`src/rtl/dvfs_lvl_pkg.sv`:
```
package dvfs_lvl_pkg;
  localparam int DATA_W  = 32;
  localparam int HALF_W  = 16;
  localparam int OFF_LVL = 'h18;  // first level-pair register, next at +4
  localparam int OFF_DYN = 'h24;
  localparam int OFF_LD  = 'h30;

  localparam int DIV_LSB = 13;
  localparam int DIV_W   = 3;
  localparam int SRC_BIT = 11;
  localparam int GEN_LSB = 9;
  localparam int GEN_W   = 2;
  localparam int VDD_LSB = 6;
  localparam int VDD_W   = 2;

  localparam int EN_SRC = 26;
  localparam int EN_GEN = 28;
  localparam int EN_DIV = 29;
  localparam int EN_VDD = 30;
  localparam int EN_ALL = 31;

  typedef struct packed {
    logic [DIV_W-1:0] div;
    logic             src;
    logic [GEN_W-1:0] gen;
    logic [VDD_W-1:0] vdd;
  } lvl_cfg_t;

  localparam lvl_cfg_t CFG_DFLT = '{div: 3'd1, src: 1'b0, gen: 2'd0, vdd: 2'd0};
endpackage

```
`src/rtl/dvfs_lvl_regs.sv`:
```
module dvfs_lvl_regs
  import dvfs_lvl_pkg::*;
#(
  parameter int ADDR_W  = 8,
  parameter int NUM_LVL = 4,
  localparam int NUM_REG = NUM_LVL / 2,
  localparam int LD_W    = $clog2(NUM_LVL)
) (
  input  logic                            clk_i,
  input  logic                            rst_ni,
  input  logic                            req_i,
  input  logic                            we_i,
  input  logic [ADDR_W-1:0]               addr_i,
  input  logic [DATA_W-1:0]               wdata_i,
  output logic [DATA_W-1:0]               rdata_o,
  output logic [NUM_REG-1:0][DATA_W-1:0]  lvl_q_o,
  output logic [DATA_W-1:0]               dyn_q_o,
  output logic [LD_W-1:0]                 ld_q_o
);
  logic locked;
  logic wr;
  logic [DATA_W-1:0] rsel;

  assign locked = dyn_q_o[EN_ALL];
  assign wr     = req_i & we_i;

  for (genvar p = 0; p < NUM_REG; p++) begin : g_pair
    logic hit;
    assign hit = wr && !locked && (addr_i == ADDR_W'(OFF_LVL + 4 * p));
    always_ff @(posedge clk_i or negedge rst_ni) begin
      if (!rst_ni)  lvl_q_o[p] <= '0;
      else if (hit) lvl_q_o[p] <= wdata_i;
    end
  end

  always_ff @(posedge clk_i or negedge rst_ni) begin
    if (!rst_ni) begin
      dyn_q_o <= '0;
      ld_q_o  <= '0;
    end else begin
      if (wr && addr_i == ADDR_W'(OFF_DYN)) dyn_q_o <= wdata_i;
      if (wr && !locked && addr_i == ADDR_W'(OFF_LD)) ld_q_o <= wdata_i[LD_W-1:0];
    end
  end

  always_comb begin
    rsel = '0;
    for (int p = 0; p < NUM_REG; p++)
      if (addr_i == ADDR_W'(OFF_LVL + 4 * p)) rsel = lvl_q_o[p];
    if (addr_i == ADDR_W'(OFF_DYN)) rsel = dyn_q_o;
    if (addr_i == ADDR_W'(OFF_LD))  rsel = {{(DATA_W-LD_W){1'b0}}, ld_q_o};
  end

  always_ff @(posedge clk_i or negedge rst_ni) begin
    if (!rst_ni)            rdata_o <= '0;
    else if (req_i && !we_i) rdata_o <= rsel;
  end
endmodule

```
`src/rtl/dvfs_lvl_decode.sv`:
```
module dvfs_lvl_decode
  import dvfs_lvl_pkg::*;
#(
  parameter int NUM_LVL = 4,
  localparam int NUM_REG = NUM_LVL / 2,
  localparam int LD_W    = $clog2(NUM_LVL)
) (
  input  logic [NUM_REG-1:0][DATA_W-1:0] lvl_q_i,
  input  logic [DATA_W-1:0]              dyn_q_i,
  input  logic [LD_W-1:0]                ld_q_i,
  output lvl_cfg_t                       cfg_o
);
  lvl_cfg_t cfg_arr [NUM_LVL];
  lvl_cfg_t act;
  logic     master;

  for (genvar l = 0; l < NUM_LVL; l++) begin : g_lvl
    localparam int SH = (l % 2 == 0) ? HALF_W : 0;  // even levels in upper half
    logic [HALF_W-1:0] h;
    assign h = lvl_q_i[l/2][SH +: HALF_W];
    assign cfg_arr[l] = '{div: h[DIV_LSB +: DIV_W], src: h[SRC_BIT],
                          gen: h[GEN_LSB +: GEN_W], vdd: h[VDD_LSB +: VDD_W]};
  end

  assign act    = cfg_arr[ld_q_i];
  assign master = dyn_q_i[EN_ALL];

  always_comb begin
    cfg_o = CFG_DFLT;
    if (master && dyn_q_i[EN_DIV]) cfg_o.div = (act.div == '0) ? DIV_W'(1) : act.div;
    if (master && dyn_q_i[EN_SRC]) cfg_o.src = act.src;
    if (master && dyn_q_i[EN_GEN]) cfg_o.gen = act.gen;
    if (master && dyn_q_i[EN_VDD]) cfg_o.vdd = act.vdd;
  end
endmodule

```
`src/rtl/dvfs_lvl_strobe.sv`:
```
module dvfs_lvl_strobe
  import dvfs_lvl_pkg::*;
(
  input  logic     clk_i,
  input  logic     rst_ni,
  input  lvl_cfg_t cfg_i,
  output lvl_cfg_t cfg_q_o,
  output logic     chg_o
);
  always_ff @(posedge clk_i or negedge rst_ni) begin
    if (!rst_ni) begin
      cfg_q_o <= CFG_DFLT;
      chg_o   <= 1'b0;
    end else begin
      cfg_q_o <= cfg_i;
      chg_o   <= (cfg_i != cfg_q_o);
    end
  end
endmodule

```
`src/rtl/dvfs_lvl_ctrl.sv`:
```
module dvfs_lvl_ctrl
  import dvfs_lvl_pkg::*;
#(
  parameter int ADDR_W  = 8,
  parameter int NUM_LVL = 4
) (
  input  logic              clk_i,
  input  logic              rst_ni,
  input  logic              bus_req_i,
  input  logic              bus_we_i,
  input  logic [ADDR_W-1:0] bus_addr_i,
  input  logic [31:0]       bus_wdata_i,
  output logic [31:0]       bus_rdata_o,
  output logic [2:0]        clk_div_o,
  output logic              src_sel_o,
  output logic [1:0]        gen_sel_o,
  output logic [1:0]        vdd_sel_o,
  output logic              chg_o
);
  localparam int NUM_REG = NUM_LVL / 2;
  localparam int LD_W    = $clog2(NUM_LVL);

  logic [NUM_REG-1:0][DATA_W-1:0] lvl_q;
  logic [DATA_W-1:0]              dyn_q;
  logic [LD_W-1:0]                ld_q;
  lvl_cfg_t                       cfg_nxt;
  lvl_cfg_t                       cfg_q;

  dvfs_lvl_regs #(.ADDR_W(ADDR_W), .NUM_LVL(NUM_LVL)) u_regs (
    .clk_i   (clk_i),
    .rst_ni  (rst_ni),
    .req_i   (bus_req_i),
    .we_i    (bus_we_i),
    .addr_i  (bus_addr_i),
    .wdata_i (bus_wdata_i),
    .rdata_o (bus_rdata_o),
    .lvl_q_o (lvl_q),
    .dyn_q_o (dyn_q),
    .ld_q_o  (ld_q)
  );

  dvfs_lvl_decode #(.NUM_LVL(NUM_LVL)) u_dec (
    .lvl_q_i (lvl_q),
    .dyn_q_i (dyn_q),
    .ld_q_i  (ld_q),
    .cfg_o   (cfg_nxt)
  );

  dvfs_lvl_strobe u_stb (
    .clk_i   (clk_i),
    .rst_ni  (rst_ni),
    .cfg_i   (cfg_nxt),
    .cfg_q_o (cfg_q),
    .chg_o   (chg_o)
  );

  assign clk_div_o = cfg_q.div;
  assign src_sel_o = cfg_q.src;
  assign gen_sel_o = cfg_q.gen;
  assign vdd_sel_o = cfg_q.vdd;
endmodule

```
`config.mk`:
```
export PLATFORM = sky130hd
export DESIGN_NAME = dvfs_lvl_ctrl
export DESIGN_NICKNAME = d
export VERILOG_FILES = /design/src/rtl/dvfs_lvl_pkg.sv /design/src/rtl/dvfs_lvl_regs.sv /design/src/rtl/dvfs_lvl_decode.sv /design/src/rtl/dvfs_lvl_strobe.sv /design/src/rtl/dvfs_lvl_ctrl.sv
export SDC_FILE = /design/constraint.sdc
export NUM_CORES = 1
export LEC_CHECK = 0
export ABC_AREA = 0
export BUFFER_PORTS_ARGS = -buffer_cell sky130_fd_sc_hd__buf_2
export CAP_MARGIN = 15
export CORE_MARGIN = 2
export CORE_UTILIZATION = 50
export CTS_BUF_LIST = sky130_fd_sc_hd__clkbuf_8
export DETAILED_ROUTE_END_ITERATION = 10
export PLACE_DENSITY_LB_ADDON = 0.15
export RECOVER_POWER = 50
export SLEW_MARGIN = 30
export SYNTH_ARGS = -nofsm -noshare
export SYNTH_HDL_FRONTEND = slang
export SYNTH_SLANG_ARGS = --single-unit
```
`constraint.sdc`:
```
create_clock -name clk_i -period 3.6 [get_ports clk_i]
set_clock_uncertainty 0.15 [all_clocks]
set_input_delay 0.54 -clock clk_i [delete_from_list [all_inputs] [get_ports clk_i]]
set_output_delay 0.54 -clock clk_i [all_outputs]
set_load 0.02 [all_outputs]
```
# After elaboration in Yosys (flattened, before gate mapping)
# Cells that the tools add are included.
# classes
reduce_logical,13
shifts,0
div_mod_pow,0
bitwise,2
order_cmp,1
muxes,12
mul,0
n_addsub,0
n_eq_ne,5
# op_table
cell,n
$mux 32,4
$bmux 8 s2,1
$eq 8x5->1 const B,2
$eq 8x6->1 const B,2
$mux 8,2
$logic_and 1x1->1,10
$ne 8x8->1,1
$mux 3,2
$mux 2,2
$ge 3x3->1 const B,1
$logic_not 3->1,1
$not 2->3,1
$logic_not 1->1,2
$and 1x1->1,1
$mux 1,1
# totals
in_bits,44
latch_bits,0
mem_count,0
mem_bits_rw,0
rom_bits,0
out_inout_bits,41
word_cells,43
reg_bits,139

# Depth between registers and ports, before layout
# Gate-level depths: netlist of the first run.
# depth
ltp_word,8
depth_mapped,7
mapped_depth_nobuf,5

# Cells and area by module
# From an unflattened synthesis of the first run, not the netlist that was laid out.
# unflattened
cells_unflattened,448
hier_area_um2,6401.1
# modules_own_cells
mod,cells_each,seq_area_each_um2,n_inst,area_each_um2
dvfs_lvl_regs,405,3253.1,1,5826.8
dvfs_lvl_strobe,20,226.5,1,312.8
dvfs_lvl_decode,23,0.0,1,261.5

# Worst setup path before layout of the first run
# No wires, ideal clock.
# synth_timing
kind,in2reg
startpoint,input port bus_addr_i[1]
endpoint,register u_regs.lvl_q_o[10] in the netlist's numbering
arrival_ps,2261
setup_time_ps,125
setup_slack_ps,1065
path_stages,6
path_buffers,2
required_time_ps,3325
path_cell_list,or4_1 > buf_2 > or2_4 > nor3_4 > buf_6 > mux2_2
# synth_between
elab_chain_cells,2
# synth_rtl
element,line,source
start: declaration,dvfs_lvl_ctrl.sv:11,"input logic [ADDR_W-1:0] bus_addr_i,"
$eq 8x5->1,dvfs_lvl_regs.sv:29,assign hit = wr && !locked && (addr_i == ADDR_W'(OFF_LVL + 4 * p));
$logic_and 1x1->1,dvfs_lvl_regs.sv:29,
end signal: indexed assignment,dvfs_lvl_regs.sv:32,else if (hit) lvl_q_o[p] <= wdata_i;
end: declaration,dvfs_lvl_regs.sv:16,"output logic [NUM_REG-1:0][DATA_W-1:0] lvl_q_o,"
# No other way between the ends.
# A chain may end at the register's enable or synchronous reset.

# Worst setup path in the final report of the first run
# layout_timing
startpoint,input port bus_addr_i[1]
endpoint,register u_regs.lvl_q_o[2] in the netlist's numbering
# Same word-level chain as after synthesis.

==> impl_metrics.ini, run 1 <==
[outcome]
status = finished, violations left
violations = max-capacitance violations, max-slew violations

[setup_path]
critPathArrivalTime_ns = 2.68
worstSetupEndpointType = flop
crit_fanout = 32
path_class = primary input to flop
r2r_cells = 4
cp.required_ns = 3.78
startpoint_type = primary input

[synth]
syn_nets = 551
synth_top_area_share_pct = 55.29
netlist_area_mm2 = 0.006246
synthArstFlopShare_pct = 100.0
syn_area_per_cell_um2 = 12.32
ys.warnings.count = 0
netlist.top_cell.by_area = dfrtp_1
yosysMostFrequentCell = dfrtp_1
synth.distinct_cells = 39
synth_edf_count = 0
synthCells = 507
ys_seq_elements = 139
synth_common_cells = dfrtp_1 (138), mux2_2 (82), o21ai_0 (55)
ys_seq_area_share_pct = 55.71
synthTopCellsByArea = dfrtp_1 (55%), mux2_2 (15%), o21ai_0 (4.4%)
synthFlopType = dfrtp_1

[run]
cap_violations = 1

[global_routing]
track_usage_pct = 23.81
grt_start_max_net_pins = 92
grt_pass1_vias = 4552
antenna_found_initial = 0
gr-total-overflow = 0
grt_pass1_wl_um = 23920

[floorplan]
start_util_pct = 51.57
dieHeight_um = 115.8
row_count = 40
die_x_um = 115.8
ioPinCount = 85
core-area_mm2 = 0.01211
dieArea_mm2 = 0.01340

[clocking]
cts_root_buffer = clkbuf_8
hold_buffers = 0
cts_tree = yes
clock_latency_ns = 0.45
htreeDepth = 4
post_cts_buffers = 0
cts_sinks = 139
cts_buffer_depth = 2
ctsResizeCount = 0
cts_made_buffers = 17
cts.clk_slew.worst_paths_ns = 0.07

[power_and_ir_drop]
power_mw = 3.042
ir_worst_vdd_v = 0.0002451
leakage_nw = 3.558
powerDensity_mw_per_mm2 = 423.0

[sta]
slew_violations = 92
setup_viol = 0
min_period_ns = 2.503
tightest_slew_ns = 2.298
maxClockFrequency_mhz = 399.5
rsz0062_at_grt = false
hold_violations = 0
period_share_pct = 69.53
tns_ns = 0
maxSlewHeadroom_pct = -53.21

[route]
drtAntennaViolNets = 0
drc = 0
firstDrtPassIters = 4
routedWlPerCell_um = 19.25
drt_iter0_markers = 221
vias = 4349
routed_via_density = 5.655
drt_wl_total_um = 14810

[placement]
place_congestion = 0.7829
hpwl_um = 9558
port_buffers = 84

[layout]
drive_gt1_share_pct = 33.94
final_core_util_pct = 59.38
diodes = 0
fillers = 1062
syn_to_final_growth_pct = 15.14
fin_nets = 633

[worst_hold_path]
hp-class = primary input to flop
hold_path_depth = 2
path summary, 6_finish.rpt:
kind	end	slack, ns	start
worst max-delay path	u_regs.lvl_q_o[2]	1.10	bus_addr_i[1]
worst min-delay path	u_regs.dyn_q_o[15]	0.18	bus_wdata_i[15]
worst max register to register	u_regs.lvl_q_o[2]	1.27	u_regs.dyn_q_o[31]
worst min register to register	u_regs.dyn_q_o[4]	0.33	u_regs.dyn_q_o[4]
max in group asynchronous	u_regs.rdata_o[27]	1.34	rst_ni
min in group asynchronous	u_regs.lvl_q_o[33]	0.59	rst_ni
cell type report:
type                    instances  area [um2]  area share, %
well taps                     168       210.2          2.923
inverters                       2       7.507         0.1044
flip-flops and latches        139        3480          48.38
multi-input cells             331        2582          35.91
clock inverters                 9       93.84          1.305
repair buffers                 98       515.5          7.168
clock buffers                  22       302.8          4.210
worst max-delay path: stages:
cell	delay [ns]
buf_2	0.10
or4_1	0.67
or2_4	0.34
nor3_4	0.16
buf_4	0.45
mux2_2	0.40
state kept, by name, summed over array words and instances, names as in the netlist:
register and cells:
u_stb.chg_o 1, u_regs.lvl_q_o 64, u_regs.rdata_o 32, u_stb.cfg_q_o 8, u_regs.ld_q_o 2, u_regs.dyn_q_o 32
stage by stage:
stage          setup slack, ns  instance area [um2]  hold WS, ns  instances
3_3_place_gp            0.6653                 6824       0.3121        738
6_report                 1.097                 7192       0.1848        769
2_1_floorplan            1.065                 6246      0.09441        507
5_1_grt                 0.9092                 7192       0.1817        769
3_5_place_dp            0.6443                 6824       0.3158        738
4_1_cts                  1.122                 7221      0.02837        769
power breakdown:
part           switching, mW  total [mW]  internal (mW)
Sequential            0.0232        1.62           1.59
Clock                  0.566        1.26          0.694
Combinational          0.105       0.167         0.0626
layer usage:
layer	up-vias	GRT usage [%]	part of all wire (%)
met4	0	8.968	1.7
met2	127	38.99	49
met3	20	5.805	5.4
li1	2011	-	-
met5	-	0	0
met1	2191	30.97	44
kinds of logic after synthesis:
| kind of cell | after synthesis | synth area share (%) |
|---|---|---|
| AO/OA/AOI/OAI | 136 | 13.32 |
| XOR/XNOR | 7 | 0.9816 |
| flip-flops | 139 | 55.71 |
| buffers and inverters | 37 | 3.105 |
| multiplexers | 112 | 20.53 |
| AND/OR/NAND/NOR | 76 | 6.350 |
cell usage in the layout, fill, tap and decap left out, types with 17 or more instances in the layout:
master    count
buf_2        65
clkbuf_1     18
clkbuf_8     22
dfrtp_1     138
mux2_1       17
mux2_2       82
nand2_1      38
o21ai_0      55
Note: power is estimated with default switching activity, not from simulation.
==> run 2: changes to the inputs <==
==> constraint.sdc (replaced) <==
create_clock -name clk_i -period 2.5 [get_ports clk_i]
set_clock_uncertainty 0.15 [all_clocks]
set_input_delay 0.375 -clock clk_i [delete_from_list [all_inputs] [get_ports clk_i]]
set_output_delay 0.375 -clock clk_i [all_outputs]
set_load 0.02 [all_outputs]
==> run 2 against run 1 <==
Compared with the run above: the flow now finishes without violations; routed wire length shrank 0.24%; clock power grew 22%; hold slack lost 0.16 ns; largest power group unchanged; highest routed layer unchanged.
==> impl_metrics.ini, run 2 (synthesized netlist as in run 1, its figures left out) <==
[outcome]
status = finished, final reports clean

[route]
routed_via_density = 5.634
firstDrtPassIters = 5
routedWlPerCell_um = 18.91
vias = 4400
drc = 0
drtAntennaViolNets = 0
drt_iter0_markers = 206
drt_wl_total_um = 14770

[clocking]
cts_tree = yes
cts_root_buffer = clkbuf_8
htreeDepth = 4
cts_sinks = 139
cts_made_buffers = 17
cts.clk_slew.worst_paths_ns = 0.08
cts_buffer_depth = 2
clock_latency_ns = 0.45

[global_routing]
gr-total-overflow = 0
track_usage_pct = 24.01
grt_start_max_net_pins = 53
grt_use_met2_pct = 38.79
use_met1_pct = 32.35
grt_most_used_layer = met2
grt_pass1_vias = 4602
met3_usage_pct = 5.282
grt_pass1_wl_um = 24230
antenna_found_initial = 1

[placement]
dp_slack_ns = -0.02299
place_area_mm2 = 0.006974
port_buffers = 84
place_congestion = 0.8387
hpwl_um = 9768
dp_cells = 748

[floorplan]
row_count = 40
dieHeight_um = 115.8
start_util_pct = 51.57
die_x_um = 115.8
ioPinCount = 85
core-area_mm2 = 0.01211
dieArea_mm2 = 0.01340

[setup_path]
r2r_slack_ns = 0.25
startpoint_type = flop
crit_fanout = 15
path_class = flop to flop
critPathArrivalTime_ns = 2.42
worstSetupEndpointType = flop
cp.required_ns = 2.67

[layout]
diodes = 0
top_register = u_regs.lvl_q_o
postLayoutCellArea_mm2 = 0.007287
top_regs = u_regs.lvl_q_o (64), u_regs.dyn_q_o (32), u_regs.rdata_o (32)
syn_to_final_growth_pct = 16.67
fin_nets = 644
layout_commonest_cell = dfrtp_1
fin_cells = 781
drive_gt1_share_pct = 33.61
final_cell_mix = dfrtp_1 (138), mux2_2 (82), buf_2 (63), o21ai_0 (55), nand2_1 (38)
largest_reg_flops = 64

[sta]
rsz0062_at_grt = false
min_period_ns = 2.245
hold_violations = 0
setup_viol = 0
tightest_slew_ns = 1.333
slew_violations = 0
period_share_pct = 89.81
final.setup.worst_slack_ns = 0.2548
maxClockFrequency_mhz = 445.4
tns_ns = 0
maxSlewHeadroom_pct = 11.15

[power_and_ir_drop]
ir_worst_vdd_v = 0.0003297
switching_share_pct = 23.58
switchingPower_mw = 0.9714
combPwrFrac_pct = 6.2
p_seq_share_pct = 56.4
leakage_nw = 3.614
powerDensity_mw_per_mm2 = 565.4
clockPowerShare_pct = 37.4
internal_power_mw = 3.149

[run]
cap_violations = 0

[worst_hold_path]
hp-class = primary input to flop
[run 2: cell count changes in the layout (fill, tap and decap cells not counted), sizes merged]
cell         before  now
buf              79   86
clkbuf           41   43
inv               3   10
dlygate4sd3       0    1
clkinv            6    3
bufinv            2    0
[run 2: layout make-up]
cell class	count	area, um2
fill	1059	4825
sequential	139	3480
multi-input combinational	331	2582
timing repair buffer	109	673.1
clock buffer	21	289.0
tap	168	210.2
clock inverter	11	45.04
inverter	2	7.507
[run 2: critical path, stage by stage, from the launching register on]
cell and delay, ns:
dfrtp_1 0.83, mux2i_1 0.40, mux2i_1 0.13, o21ai_0 0.34
xnor2_1 0.16, nand4_1 0.10
[run 2: metrics by stage]
stage               power, mW  hold WS (ns)  utilization [%]
detailed placement      2.624        0.2091            57.58
CTS                     4.170     0.0001482            60.42
global route            4.297       0.02450            60.17
floorplan               2.466      -0.07059                -
global placement        2.614        0.2057            57.58
finish                  4.120       0.02717            60.17
[run 2: metal layers]
layer / up-vias / wire, um / part of all wire [%]
li1: 2027 / - / -
met1: 2248 / 6593 / 45
met2: 104 / 7279 / 49
met3: 21 / 678 / 4.6
met4: 0 / 218 / 1.5
met5: - / 0 / 0
[run 2: worst paths after layout]
| check | startpoint | end | cells after the start |
|---|---|---|---|
| setup / recovery | u_regs.ld_q_o[1] | u_stb.chg_o | 5 |
| hold / removal | bus_wdata_i[15] | u_regs.dyn_q_o[15] | 2 |
| setup reg to reg | u_regs.ld_q_o[1] | u_stb.chg_o | 5 |
| hold reg to reg | u_regs.rdata_o[0] | u_regs.rdata_o[0] | 2 |
| max in group asynchronous | rst_ni | u_regs.lvl_q_o[13] | 3 |
| min in group asynchronous | rst_ni | u_regs.lvl_q_o[33] | 2 |
[run 2: timing repair]
item	4_1_cts	5_1_grt
hold buffers	1	0
buffers inserted	0	0
hold endpoints to repair	49	0
gates resized for setup	0	0
[run 2: power by group through the flow]
stage	combinational, mW	clock, mW	sequential, mW
global placement	0.250	0	2.36
global route	0.283	1.69	2.33
floorplan	0.109	0	2.36
finish	0.254	1.54	2.32
detailed placement	0.257	0	2.37
CTS	0.260	1.59	2.32
==> run 3: changes to the inputs <==
--- a/config.mk
+++ b/config.mk
@@ -10,7 +10,7 @@
 export CAP_MARGIN = 15
 export CORE_MARGIN = 2
 export CORE_UTILIZATION = 50
-export CTS_BUF_LIST = sky130_fd_sc_hd__clkbuf_8
+export CTS_BUF_LIST = sky130_fd_sc_hd__clkbuf_16
 export DETAILED_ROUTE_END_ITERATION = 10
 export PLACE_DENSITY_LB_ADDON = 0.15
 export RECOVER_POWER = 50
==> run 3 against run 2 <==
Compared with the run above: cell count did not move; critical path depth unchanged; worst setup slack improved by 0.024 ns; clock power is 35% higher; via count grew 0.57%; critical endpoint unchanged.
==> impl_metrics.ini, run 3 (synthesized netlist as in run 1, its figures left out) <==
[outcome]
status = finished, final reports clean

[floorplan]
die_x_um = 115.8
row_count = 40
dieHeight_um = 115.8
ioPinCount = 85
start_util_pct = 51.57
dieArea_mm2 = 0.01340
core-area_mm2 = 0.01211

[global_routing]
antenna_found_initial = 1
grt_start_max_net_pins = 53
grt_pass1_wl_um = 24540
grt_pass1_vias = 4685
gr-total-overflow = 0
track_usage_pct = 24.28

[setup_path]
cp_slowest_cell = dfrtp_1
critPathBufInv = 0
crit_fanout = 15
r2r_slack_ns = 0.28
cp_cell_sequence = mux2i_1, mux2i_1, o21ai_0, xnor2_1, nand4_1
cpPeakStageDelay_ns = 0.82
critPathArrivalTime_ns = 2.36
cp.required_ns = 2.63
worstSetupEndpointType = flop
cp_common_cell = mux2i_1
path_class = flop to flop
startpoint_type = flop
cp_top_family = flip-flops

[sta]
tns_ns = 0
period_share_pct = 88.83
rsz0062_at_grt = false
tightest_slew_ns = 1.357
setup_viol = 0
slew_violations = 0
hold_violations = 0
maxClockFrequency_mhz = 450.3
min_period_ns = 2.221
maxSlewHeadroom_pct = 9.513

[layout]
postLayoutCellArea_mm2 = 0.007420
layout_commonest_cell = dfrtp_1
fin_nets = 644
diodes = 0
largest_reg_flops = 64
drive_gt1_share_pct = 30.83
final_cell_mix = dfrtp_1 (138), mux2_2 (82), o21ai_0 (55), buf_2 (51), nand2_1 (38)
top_regs = u_regs.lvl_q_o (64), u_regs.dyn_q_o (32), u_regs.rdata_o (32)
top_register = u_regs.lvl_q_o
syn_to_final_growth_pct = 18.79

[power_and_ir_drop]
switchingPower_mw = 1.054
internal_power_mw = 3.608
p_seq_share_pct = 49.9
powerDensity_mw_per_mm2 = 628.3
ir_worst_vdd_v = 0.0004037
combPwrFrac_pct = 5.4
clockPowerShare_pct = 44.6
leakage_nw = 3.621
switching_share_pct = 22.62

[clocking]
cts_sinks = 139
htreeDepth = 4
ctsResizeCount = 0
cts_tree = yes
cts_made_buffers = 17
hold_buffers = 1
cts.clk_slew.worst_paths_ns = 0.06
cts_root_buffer = clkbuf_16
post_cts_buffers = 0
clock_latency_ns = 0.42
cts_buffer_depth = 2

[route]
drtAntennaViolNets = 0
drt_iter0_markers = 229
routed_via_density = 5.666
firstDrtPassIters = 4
drc = 0
vias = 4425
routedWlPerCell_um = 19.14
drt_wl_total_um = 14950

[placement]
place_congestion = 0.8387
port_buffers = 84
place_area_mm2 = 0.006974
hpwl_um = 9768

[run]
cap_violations = 0

[worst_hold_path]
hp-class = primary input to flop
## run 3: worst reg2reg max path, delay by kind of cell, from the launching register on
| kind | cells | cell delay [ns] |
|---|---|---|
| flip-flops | 1 | 0.82 |
| multiplexers | 2 | 0.52 |
| AO/OA/AOI/OAI | 1 | 0.34 |
| XOR/XNOR | 1 | 0.16 |
| AND/OR/NAND/NOR | 1 | 0.10 |
## run 3: final cells by class
class / count / area [um2]
fillers: 1053 / 4692
flip-flops and latches: 139 / 3480
multi-input cells: 331 / 2582
repair buffers: 109 / 654.4
clock buffers: 17 / 425.4
well taps: 168 / 210.2
clock inverters: 15 / 60.06
inverters: 2 / 7.507
## run 3: metal layers
| layer | routed length, um | share of wire, % | global-route usage [%] |
|---|---|---|---|
| met1 | 6371 | 43 | 32.06 |
| met3 | 913 | 6.1 | 5.178 |
| met4 | 245 | 1.6 | 9.365 |
| met2 | 7421 | 50 | 39.69 |
| met5 | 0 | 0 | 0 |
## run 3: through the flow
stage / util [%] / std cells / power (mW) / hold WS [ns] / worst slack, ns
global route: 61.26 / 781 / 4.835 / 0.06847 / 0.06545
CTS: 61.67 / 781 / 4.702 / 0.04845 / 0.2297
global placement: 57.58 / 748 / 2.614 / 0.2057 / 0.008312
floorplan: - / 507 / 2.466 / -0.07059 / 0.1295
finish: 61.26 / 781 / 4.662 / 0.06185 / 0.2791
detailed placement: 57.58 / 748 / 2.624 / 0.2091 / -0.02299
## run 3: power groups by stage
stage               registers, mW  logic, mW  clock network (mW)
floorplan                    2.36      0.109                   0
global placement             2.36      0.250                   0
detailed placement           2.37      0.257                   0
CTS                          2.33      0.260                2.11
global route                 2.33      0.282                2.22
finish                       2.33      0.254                2.08
## run 3: worst paths after layout
path / start / endpoint / depth (start not counted)
min reg2reg: u_regs.dyn_q_o[4] / u_regs.dyn_q_o[4] / 1
max reg2reg: u_regs.ld_q_o[1] / u_stb.chg_o / 5
min: bus_wdata_i[5] / u_regs.dyn_q_o[5] / 2
max in group asynchronous: rst_ni / u_regs.rdata_o[22] / 3
max: u_regs.ld_q_o[1] / u_stb.chg_o / 5
min in group asynchronous: rst_ni / u_regs.lvl_q_o[32] / 2
